$ cat src/rtl/cfl_pkg.sv
package cfl_pkg;
  localparam int CR_W       = 32;
  localparam int FIELD_W    = 4;
  localparam int NUM_FIELDS = CR_W / FIELD_W;
  localparam int IDX_W      = $clog2(NUM_FIELDS);
  localparam int TERN_W     = 8;
  localparam int BIN_W      = 4;
  localparam int INSN_W     = 32;

  typedef enum logic {
    OP_TERN = 1'b0,
    OP_BIN  = 1'b1
  } cfl_op_e;

  typedef struct packed {
    logic [IDX_W-1:0]   dst;
    logic [IDX_W-1:0]   srca;
    logic [IDX_W-1:0]   srcb;
    logic [FIELD_W-1:0] mask;
    logic [TERN_W-1:0]  tbl;   // tbl[7] is entry 0
  } cfl_dec_t;
endpackage

$ cat src/rtl/cfl_rst_sync.sv
module cfl_rst_sync #(
  parameter int STAGES = 2
) (
  input  logic clk,
  input  logic arst_n,
  output logic rst_sync_n
);
  logic [STAGES-1:0] sync_q;
  logic [STAGES-1:0] sync_d;

  always_comb begin
    sync_d = {sync_q[STAGES-2:0], 1'b1};
  end

  always_ff @(posedge clk or negedge arst_n) begin
    if (!arst_n) begin
      sync_q <= '0;
    end else begin
      sync_q <= sync_d;
    end
  end

  assign rst_sync_n = sync_q[STAGES-1];
endmodule

$ cat src/rtl/cfl_decode.sv
module cfl_decode
  import cfl_pkg::*;
(
  input  logic [INSN_W-1:0] insn,
  input  logic              insn_valid,
  output cfl_dec_t          dec,
  output logic              trap
);
  always_comb begin
    dec.dst  = insn[25:23];
    dec.srca = insn[20:18];
    dec.srcb = insn[15:13];
    dec.mask = {insn[22:21], insn[17:16]};
    dec.tbl  = {insn[12:6], insn[0]};
    trap     = insn_valid && (dec.mask == '0);
  end
endmodule

$ cat src/rtl/cfl_field_mux.sv
module cfl_field_mux #(
  parameter int FIELD_W    = 4,
  parameter int NUM_FIELDS = 8,
  localparam int CR_W      = FIELD_W * NUM_FIELDS,
  localparam int IDX_W     = $clog2(NUM_FIELDS)
) (
  input  logic [CR_W-1:0]    cr,
  input  logic [IDX_W-1:0]   sel,
  output logic [FIELD_W-1:0] field
);
  logic [FIELD_W-1:0] fields [NUM_FIELDS];

  for (genvar n = 0; n < NUM_FIELDS; n++) begin : g_split
    assign fields[n] = cr[CR_W-1-n*FIELD_W -: FIELD_W];
  end

  assign field = fields[sel];
endmodule

$ cat src/rtl/cfl_lane.sv
module cfl_lane
  import cfl_pkg::*;
(
  input  cfl_op_e           op,
  input  logic              d_bit,
  input  logic              a_bit,
  input  logic              b_bit,
  input  logic [TERN_W-1:0] tbl,
  input  logic [BIN_W-1:0]  lut,
  input  logic              wr_mask,
  output logic              new_bit
);
  logic [2:0] tern_idx;
  logic [1:0] bin_idx;
  logic       look;

  always_comb begin
    tern_idx = {d_bit, a_bit, b_bit};
    bin_idx  = {d_bit, a_bit};
    // entry 0 sits in the top bit of each table
    if (op == OP_TERN) begin
      look = tbl[~tern_idx];
    end else begin
      look = lut[~bin_idx];
    end
    new_bit = wr_mask ? look : d_bit;
  end
endmodule

$ cat src/rtl/cfl_crfile.sv
module cfl_crfile #(
  parameter int FIELD_W    = 4,
  parameter int NUM_FIELDS = 8,
  localparam int CR_W      = FIELD_W * NUM_FIELDS,
  localparam int IDX_W     = $clog2(NUM_FIELDS)
) (
  input  logic               clk,
  input  logic               rst_n,
  input  logic               wr_en,
  input  logic [IDX_W-1:0]   wr_idx,
  input  logic [FIELD_W-1:0] wr_field,
  output logic [CR_W-1:0]    cr_q
);
  logic [CR_W-1:0] cr_d;

  for (genvar n = 0; n < NUM_FIELDS; n++) begin : g_field
    always_comb begin
      if (wr_en && (wr_idx == IDX_W'(n))) begin
        cr_d[CR_W-1-n*FIELD_W -: FIELD_W] = wr_field;
      end else begin
        cr_d[CR_W-1-n*FIELD_W -: FIELD_W] = cr_q[CR_W-1-n*FIELD_W -: FIELD_W];
      end
    end
  end

  always_ff @(posedge clk or negedge rst_n) begin
    if (!rst_n) begin
      cr_q <= '0;
    end else if (wr_en) begin
      cr_q <= cr_d;
    end
  end
endmodule

$ cat src/rtl/cfl_unit.sv
module cfl_unit
  import cfl_pkg::*;
(
  input  logic              clk,
  input  logic              rst_n,
  input  logic              insn_valid,
  input  logic              op_sel,
  input  logic [INSN_W-1:0] insn,
  output logic [CR_W-1:0]   cr_q,
  output logic              trap
);
  logic               rst_core_n;
  cfl_dec_t           dec;
  cfl_op_e            op;
  logic [FIELD_W-1:0] dst_f;
  logic [FIELD_W-1:0] srca_f;
  logic [FIELD_W-1:0] srcb_f;
  logic [FIELD_W-1:0] res_f;
  logic               wr_en;

  assign op = cfl_op_e'(op_sel);

  cfl_rst_sync #(.STAGES(2)) u_rst (
    .clk        (clk),
    .arst_n     (rst_n),
    .rst_sync_n (rst_core_n)
  );

  cfl_decode u_dec (
    .insn       (insn),
    .insn_valid (insn_valid),
    .dec        (dec),
    .trap       (trap)
  );

  // all reads come from the pre-update register value
  cfl_field_mux #(.FIELD_W(FIELD_W), .NUM_FIELDS(NUM_FIELDS)) u_mux_dst (
    .cr (cr_q), .sel (dec.dst), .field (dst_f)
  );
  cfl_field_mux #(.FIELD_W(FIELD_W), .NUM_FIELDS(NUM_FIELDS)) u_mux_a (
    .cr (cr_q), .sel (dec.srca), .field (srca_f)
  );
  cfl_field_mux #(.FIELD_W(FIELD_W), .NUM_FIELDS(NUM_FIELDS)) u_mux_b (
    .cr (cr_q), .sel (dec.srcb), .field (srcb_f)
  );

  for (genvar k = 0; k < FIELD_W; k++) begin : g_lane
    cfl_lane u_lane (
      .op      (op),
      .d_bit   (dst_f[k]),
      .a_bit   (srca_f[k]),
      .b_bit   (srcb_f[k]),
      .tbl     (dec.tbl),
      .lut     (srcb_f),
      .wr_mask (dec.mask[k]),
      .new_bit (res_f[k])
    );
  end

  assign wr_en = insn_valid && !trap;

  cfl_crfile #(.FIELD_W(FIELD_W), .NUM_FIELDS(NUM_FIELDS)) u_cr (
    .clk      (clk),
    .rst_n    (rst_core_n),
    .wr_en    (wr_en),
    .wr_idx   (dec.dst),
    .wr_field (res_f),
    .cr_q     (cr_q)
  );
endmodule

$ cat config.mk
export PLATFORM = sky130hd
export DESIGN_NAME = cfl_unit
export DESIGN_NICKNAME = d
export VERILOG_FILES = /design/src/rtl/cfl_pkg.sv /design/src/rtl/cfl_rst_sync.sv /design/src/rtl/cfl_decode.sv /design/src/rtl/cfl_field_mux.sv /design/src/rtl/cfl_lane.sv /design/src/rtl/cfl_crfile.sv /design/src/rtl/cfl_unit.sv
export SDC_FILE = /design/constraint.sdc
export NUM_CORES = 1
export LEC_CHECK = 0
export BUFFER_PORTS_ARGS = -buffer_cell sky130_fd_sc_hd__buf_2
export CAP_MARGIN = 15
export CORE_MARGIN = 2
export CORE_UTILIZATION = 58
export CTS_CLUSTER_SIZE = 28
export DETAILED_ROUTE_END_ITERATION = 16
export PLACE_DENSITY = 0.87
export SYNTH_ARGS = -nofsm -noshare
export SYNTH_HDL_FRONTEND = slang
export SYNTH_SLANG_ARGS = --single-unit
$ cat constraint.sdc
create_clock -name clk -period 1.8 [get_ports clk]
set_input_delay 0.09 -clock clk [delete_from_list [all_inputs] [get_ports clk]]
set_output_delay 0.09 -clock clk [all_outputs]
set_load 0.005 [all_outputs]
==> results of run 1 <==
==> logic make-up after synthesis <==
family / after synthesis / synth area share (%)
AOI/OAI and AO/OA: 65 / 16.7
buffers and inverters: 26 / 4.42
DFF: 34 / 32.4
muxes: 55 / 33.9
other: 1 / 0.143
and+or+nand+nor: 73 / 12.5
==> per-stage QoR <==
stage	utilization [%]	std cells	hold WS, ns	setup TNS, ns	worst slack, ns
after CTS	88.7	444	0.125	-14.67	-0.578
after detailed placement	83.2	435	-0.123	-15.68	-0.712
after floorplan	-	254	-0.206	-10.81	-0.365
after global placement	83.2	435	-0.125	-13.43	-0.485
==> repair_timing <==
| item | 4_1_cts |
|---|---|
| hold buffers | 1 |
| buffers inserted | 2 |
| endpoints found under the hold margin | 2 |
| gates resized for setup | 33 |
| pin swaps | 7 |
| setup endpoints to repair | 32 |
==> layer usage <==
layer  track usage, %  GRT overflow
met1             84.1             2
met2             98.5            49
met3             62.0             1
met4             83.2            21
met5             9.09             0
==> metrics.json, run 1 <==
{
  "outcome": {
    "outcome": "aborted with a tool error",
    "outcome.stop_stage": "5_1_grt",
    "flow.first_error": "[ERROR GRT-0232] Routing congestion too high. Check the congestion heatmap in the GUI."
  },
  "synth": {
    "most_frequently_used_cell_type_in_the_post_synthesis_netlist": "nor2_1",
    "synthesized_flop_and_latch_total": 34,
    "netlist_area_um2": 2630,
    "netlist_top_cells_area": "dfrtp_1, mux4_2, mux2i_1",
    "netlist_top_cells_count": "nor2_1, dfrtp_1, mux2i_1",
    "synth_nets": 290,
    "synthesis.area_per_instance_um2": 10.4,
    "synth_enable_flop_cells": 0,
    "cells_after_synth": 254,
    "synth.lib_cells_used.distinct": 38,
    "synth_warnings": 0,
    "seq_area_frac_synth_pct": 32.4,
    "synth.top_cell.area_share_pct": 32.4,
    "dominantRegCellSynth": "dfrtp_1",
    "post-synth-top-area-cell": "dfrtp_1",
    "async_flop_share_pct": 100
  },
  "place": {
    "place_hpwl_um": 7090,
    "placed_cell_area_um2": 3620,
    "routabilityCongestion": 0.962,
    "portBuffers": 57
  },
  "cts": {
    "clkSinkCount": 34,
    "numCtsBuffers": 5,
    "htree_num_levels": 2,
    "clockBufferDepth": 2,
    "cts.root.buffer_cell": "clkbuf_8"
  },
  "grt": {
    "grt_overflow": 73,
    "track_usage_pct": 81.2,
    "grt_max_degree": 33
  },
  "floorplanning": {
    "num_io_pins": 69,
    "rows": 24,
    "die-height_um": 71.3,
    "initial_core_util_pct": 60.4,
    "chipWidth_um": 71.3
  },
  "sta": {
    "worstEndpointType": "sequential cell input",
    "grt-worst-endpoint": "u_cr.cr_q[3]$_DFFE_PN0P_/D"
  }
}
==> inputs of run 2 (changes only) <==
--- a/config.mk
+++ b/config.mk
@@ -8,10 +8,9 @@
 export BUFFER_PORTS_ARGS = -buffer_cell sky130_fd_sc_hd__buf_2
 export CAP_MARGIN = 15
 export CORE_MARGIN = 2
-export CORE_UTILIZATION = 58
-export CTS_CLUSTER_SIZE = 28
+export CORE_UTILIZATION = 40
 export DETAILED_ROUTE_END_ITERATION = 16
-export PLACE_DENSITY = 0.87
+export PLACE_DENSITY_LB_ADDON = 0.15
 export SYNTH_ARGS = -nofsm -noshare
 export SYNTH_HDL_FRONTEND = slang
 export SYNTH_SLANG_ARGS = --single-unit
==> metrics.json, run 2 <==
{
  "outcome": {
    "outcome": "finished, violations left",
    "failed_checks": "setup timing"
  },
  "finish": {
    "final_instance_area_um2": 4080,
    "areaGrowthSynthToFinish_pct": 55.3,
    "leading_cell_types_in_the_layout_fill_and_taps_excluded": "buf_4, buf_2, nor2_1, dfrtp_1, mux4_2",
    "layout_net_count": 440,
    "number_of_flip_flops_under_the_largest_register_name": 32,
    "stdcell_count": 481,
    "layout.cells.most_common": "buf_4",
    "antenna_cells_inserted": 0,
    "drive_gt1_share_pct": 57.4,
    "regMostFlops": "u_cr.cr_q",
    "utilization_pct": 64.3,
    "fillerInstances": 526,
    "top_regs": "u_cr.cr_q: 32 flops, u_rst.sync_q: 2 flops"
  },
  "sta": {
    "worstMarginPinSlew_ns": 1.04,
    "finClkSkew_ns": 0.00702,
    "finalHoldViolCount": 0,
    "setup_viol_count_final": 32,
    "finalCritPeriodShare_pct": 134,
    "setup_total_negative_slack_ns": -14.53,
    "post-route-min-period_ns": 2.40,
    "worst_slew_margin_rel_pct": 30.2,
    "drv_slew": 0,
    "max_freq_ghz": 0.416,
    "holdWs_ns": 0.100,
    "grt_setup_unrepaired": "true",
    "post-route-worst-setup-slack_ns": -0.605
  },
  "critical_path": {
    "crit_arrival_ns": 2.59,
    "cp_slowest_stage_delay_ns": 0.51,
    "critical-path-top-cell-by-count": "buf_4",
    "critical_path.endpoint_type": "flop",
    "timing.critical_path.max_delay_family": "multiplexers",
    "required_time_of_the_critical_path_ns": 1.98,
    "critPathSlowestCell": "mux4_2",
    "cp_max_fo": 5,
    "timing.critical_path.buf_inv": 2,
    "chain_of_cells_forming_the_critical_path": "mux4_2 -> mux2i_4 -> buf_4 -> mux2_4 -> nor2_4 -> buf_4 -> a2111oi_2 -> a311oi_1",
    "worst-setup-path-type": "flop to flop",
    "cp_launch_type": "flop"
  },
  "detailed_routing": {
    "detail_route.vias_per_cell": 5.96,
    "drt-pass1-iter-count": 4,
    "vias": 2868,
    "drtAntennaViolNets": 0,
    "number_of_design_rule_violations_left_after_detail_routing": 0,
    "detailedRoute.firstIterationViolations": 220,
    "wl_um": 9570,
    "wl_per_cell_um": 19.9
  },
  "synth": {
    "synthesis.area_per_instance_um2": 10.4,
    "netlist_top_cells_count": "nor2_1, dfrtp_1, mux2i_1",
    "dominantRegCellSynth": "dfrtp_1",
    "synth_enable_flop_cells": 0,
    "netlist_top_cells_area": "dfrtp_1, mux4_2, mux2i_1",
    "async_flop_share_pct": 100,
    "cells_after_synth": 254,
    "post-synth-top-area-cell": "dfrtp_1",
    "synthesized_flop_and_latch_total": 34,
    "synth_warnings": 0,
    "synth_nets": 290,
    "netlist_area_um2": 2630,
    "most_frequently_used_cell_type_in_the_post_synthesis_netlist": "nor2_1",
    "synth.lib_cells_used.distinct": 38,
    "seq_area_frac_synth_pct": 32.4,
    "synth.top_cell.area_share_pct": 32.4
  },
  "grt": {
    "global_route_wire_length_before_repair_um": 14600,
    "first_global_vias": 2683,
    "grt_max_degree": 33,
    "grt_overflow": 0,
    "track_usage_pct": 26.3,
    "grt_antenna_before_repair": 0
  },
  "floorplanning": {
    "rows": 29,
    "die_area_um2": 7240,
    "initial_core_util_pct": 41.4,
    "die-height_um": 85.1,
    "fp.coreArea_um2": 6350,
    "num_io_pins": 69,
    "chipWidth_um": 85.1
  },
  "cts": {
    "clock_pin_slew_on_the_worst_setup_and_hold_paths_ns": 0.07,
    "numCtsBuffers": 5,
    "cts.root.buffer_cell": "clkbuf_8",
    "tritoncts": "built",
    "htree_num_levels": 2,
    "clockBufferDepth": 2,
    "clk_latency_ns": 0.29,
    "clkSinkCount": 34
  },
  "power_and_ir_drop": {
    "power-per-cell-area_nw_per_um2": 1520,
    "post-layout-total-power_mw": 6.21,
    "vdd_drop_max_mv": 0.803,
    "cellLeakagePower_nw": 1.72
  },
  "place": {
    "placement.setup.worst_slack_ns": -0.564,
    "routabilityCongestion": 0.848,
    "placed_cell_area_um2": 3650,
    "place_hpwl_um": 6930,
    "post-place-cells": 461,
    "portBuffers": 57
  },
  "min_path": {
    "hp-class": "input pin to asynchronous set/reset pin"
  },
  "run": {
    "drv.max_cap_violation_count": 0
  }
}
==> run 2: path summary, 6_finish.rpt <==
check / startpoint / end / slack [ns] / cells after the start
min in group clk: u_rst.sync_q[0] / u_rst.sync_q[1] / 0.35 / 0
hold reg to reg: u_rst.sync_q[1] / u_cr.cr_q[11] / 0.26 / 1
hold / removal: rst_n / u_rst.sync_q[0] / 0.10 / 2
setup / recovery: u_cr.cr_q[3] / u_cr.cr_q[7] / -0.60 / 8
max in group asynchronous: u_rst.sync_q[1] / u_cr.cr_q[19] / 1.20 / 1
setup reg to reg: u_cr.cr_q[3] / u_cr.cr_q[7] / -0.60 / 8
==> run 2: cell type report <==
cell class	count	area, µm²	area share (%)
Clock buffer	7	76.3	1.87
Inverter	12	45.0	1.10
Timing Repair Buffer	157	1080	26.5
Sequential cell	34	851	20.8
Multi-Input combinational cell	194	1930	47.4
Tap cell	77	96.3	2.36
==> run 2: worst register-to-register path, delay by kind of cell, from the launching register on <==
| kind | cells | cell delay, ns |
|---|---|---|
| buffers and inverters | 2 | 0.30 |
| AOI/OAI and AO/OA | 2 | 0.34 |
| muxes | 3 | 1.06 |
| and+or+nand+nor | 1 | 0.17 |
| DFF | 1 | 0.42 |
==> run 2: metal layers <==
layer  wire length (µm)  vias up  GRT usage, %  share of wire (%)
met5                  0        -             0                  0
li1                   -     1296             -                  -
met4                104        0          6.49                1.1
met3                639        7          2.72                6.7
met2               4780      106          44.0                 50
met1               4040     1459          36.9                 42
==> run 2: timing repair <==
action,CTS,global route
endpoints found under the hold margin,2,0
hold buffers,1,0
setup buffers,7,5
pin swaps,15,8
gates resized for setup,40,19
setup endpoints to repair,32,32
==> run 2: where the power goes <==
part,leakage [nW],total [mW],internal (mW),switching [mW]
clock network,0.0383,0.569,0.267,0.302
logic,1.30,4.24,2.35,1.89
registers,0.377,1.40,1.08,0.311
==> run 2: cells by family after synthesis <==
kind of cell           Yosys count  share of synthesized area [%]
AOI/OAI and AO/OA               65                           16.7
buffers and inverters           26                           4.42
DFF                             34                           32.4
muxes                           55                           33.9
other                            1                          0.143
and+or+nand+nor                 73                           12.5
(Power assumes the default switching activity.)
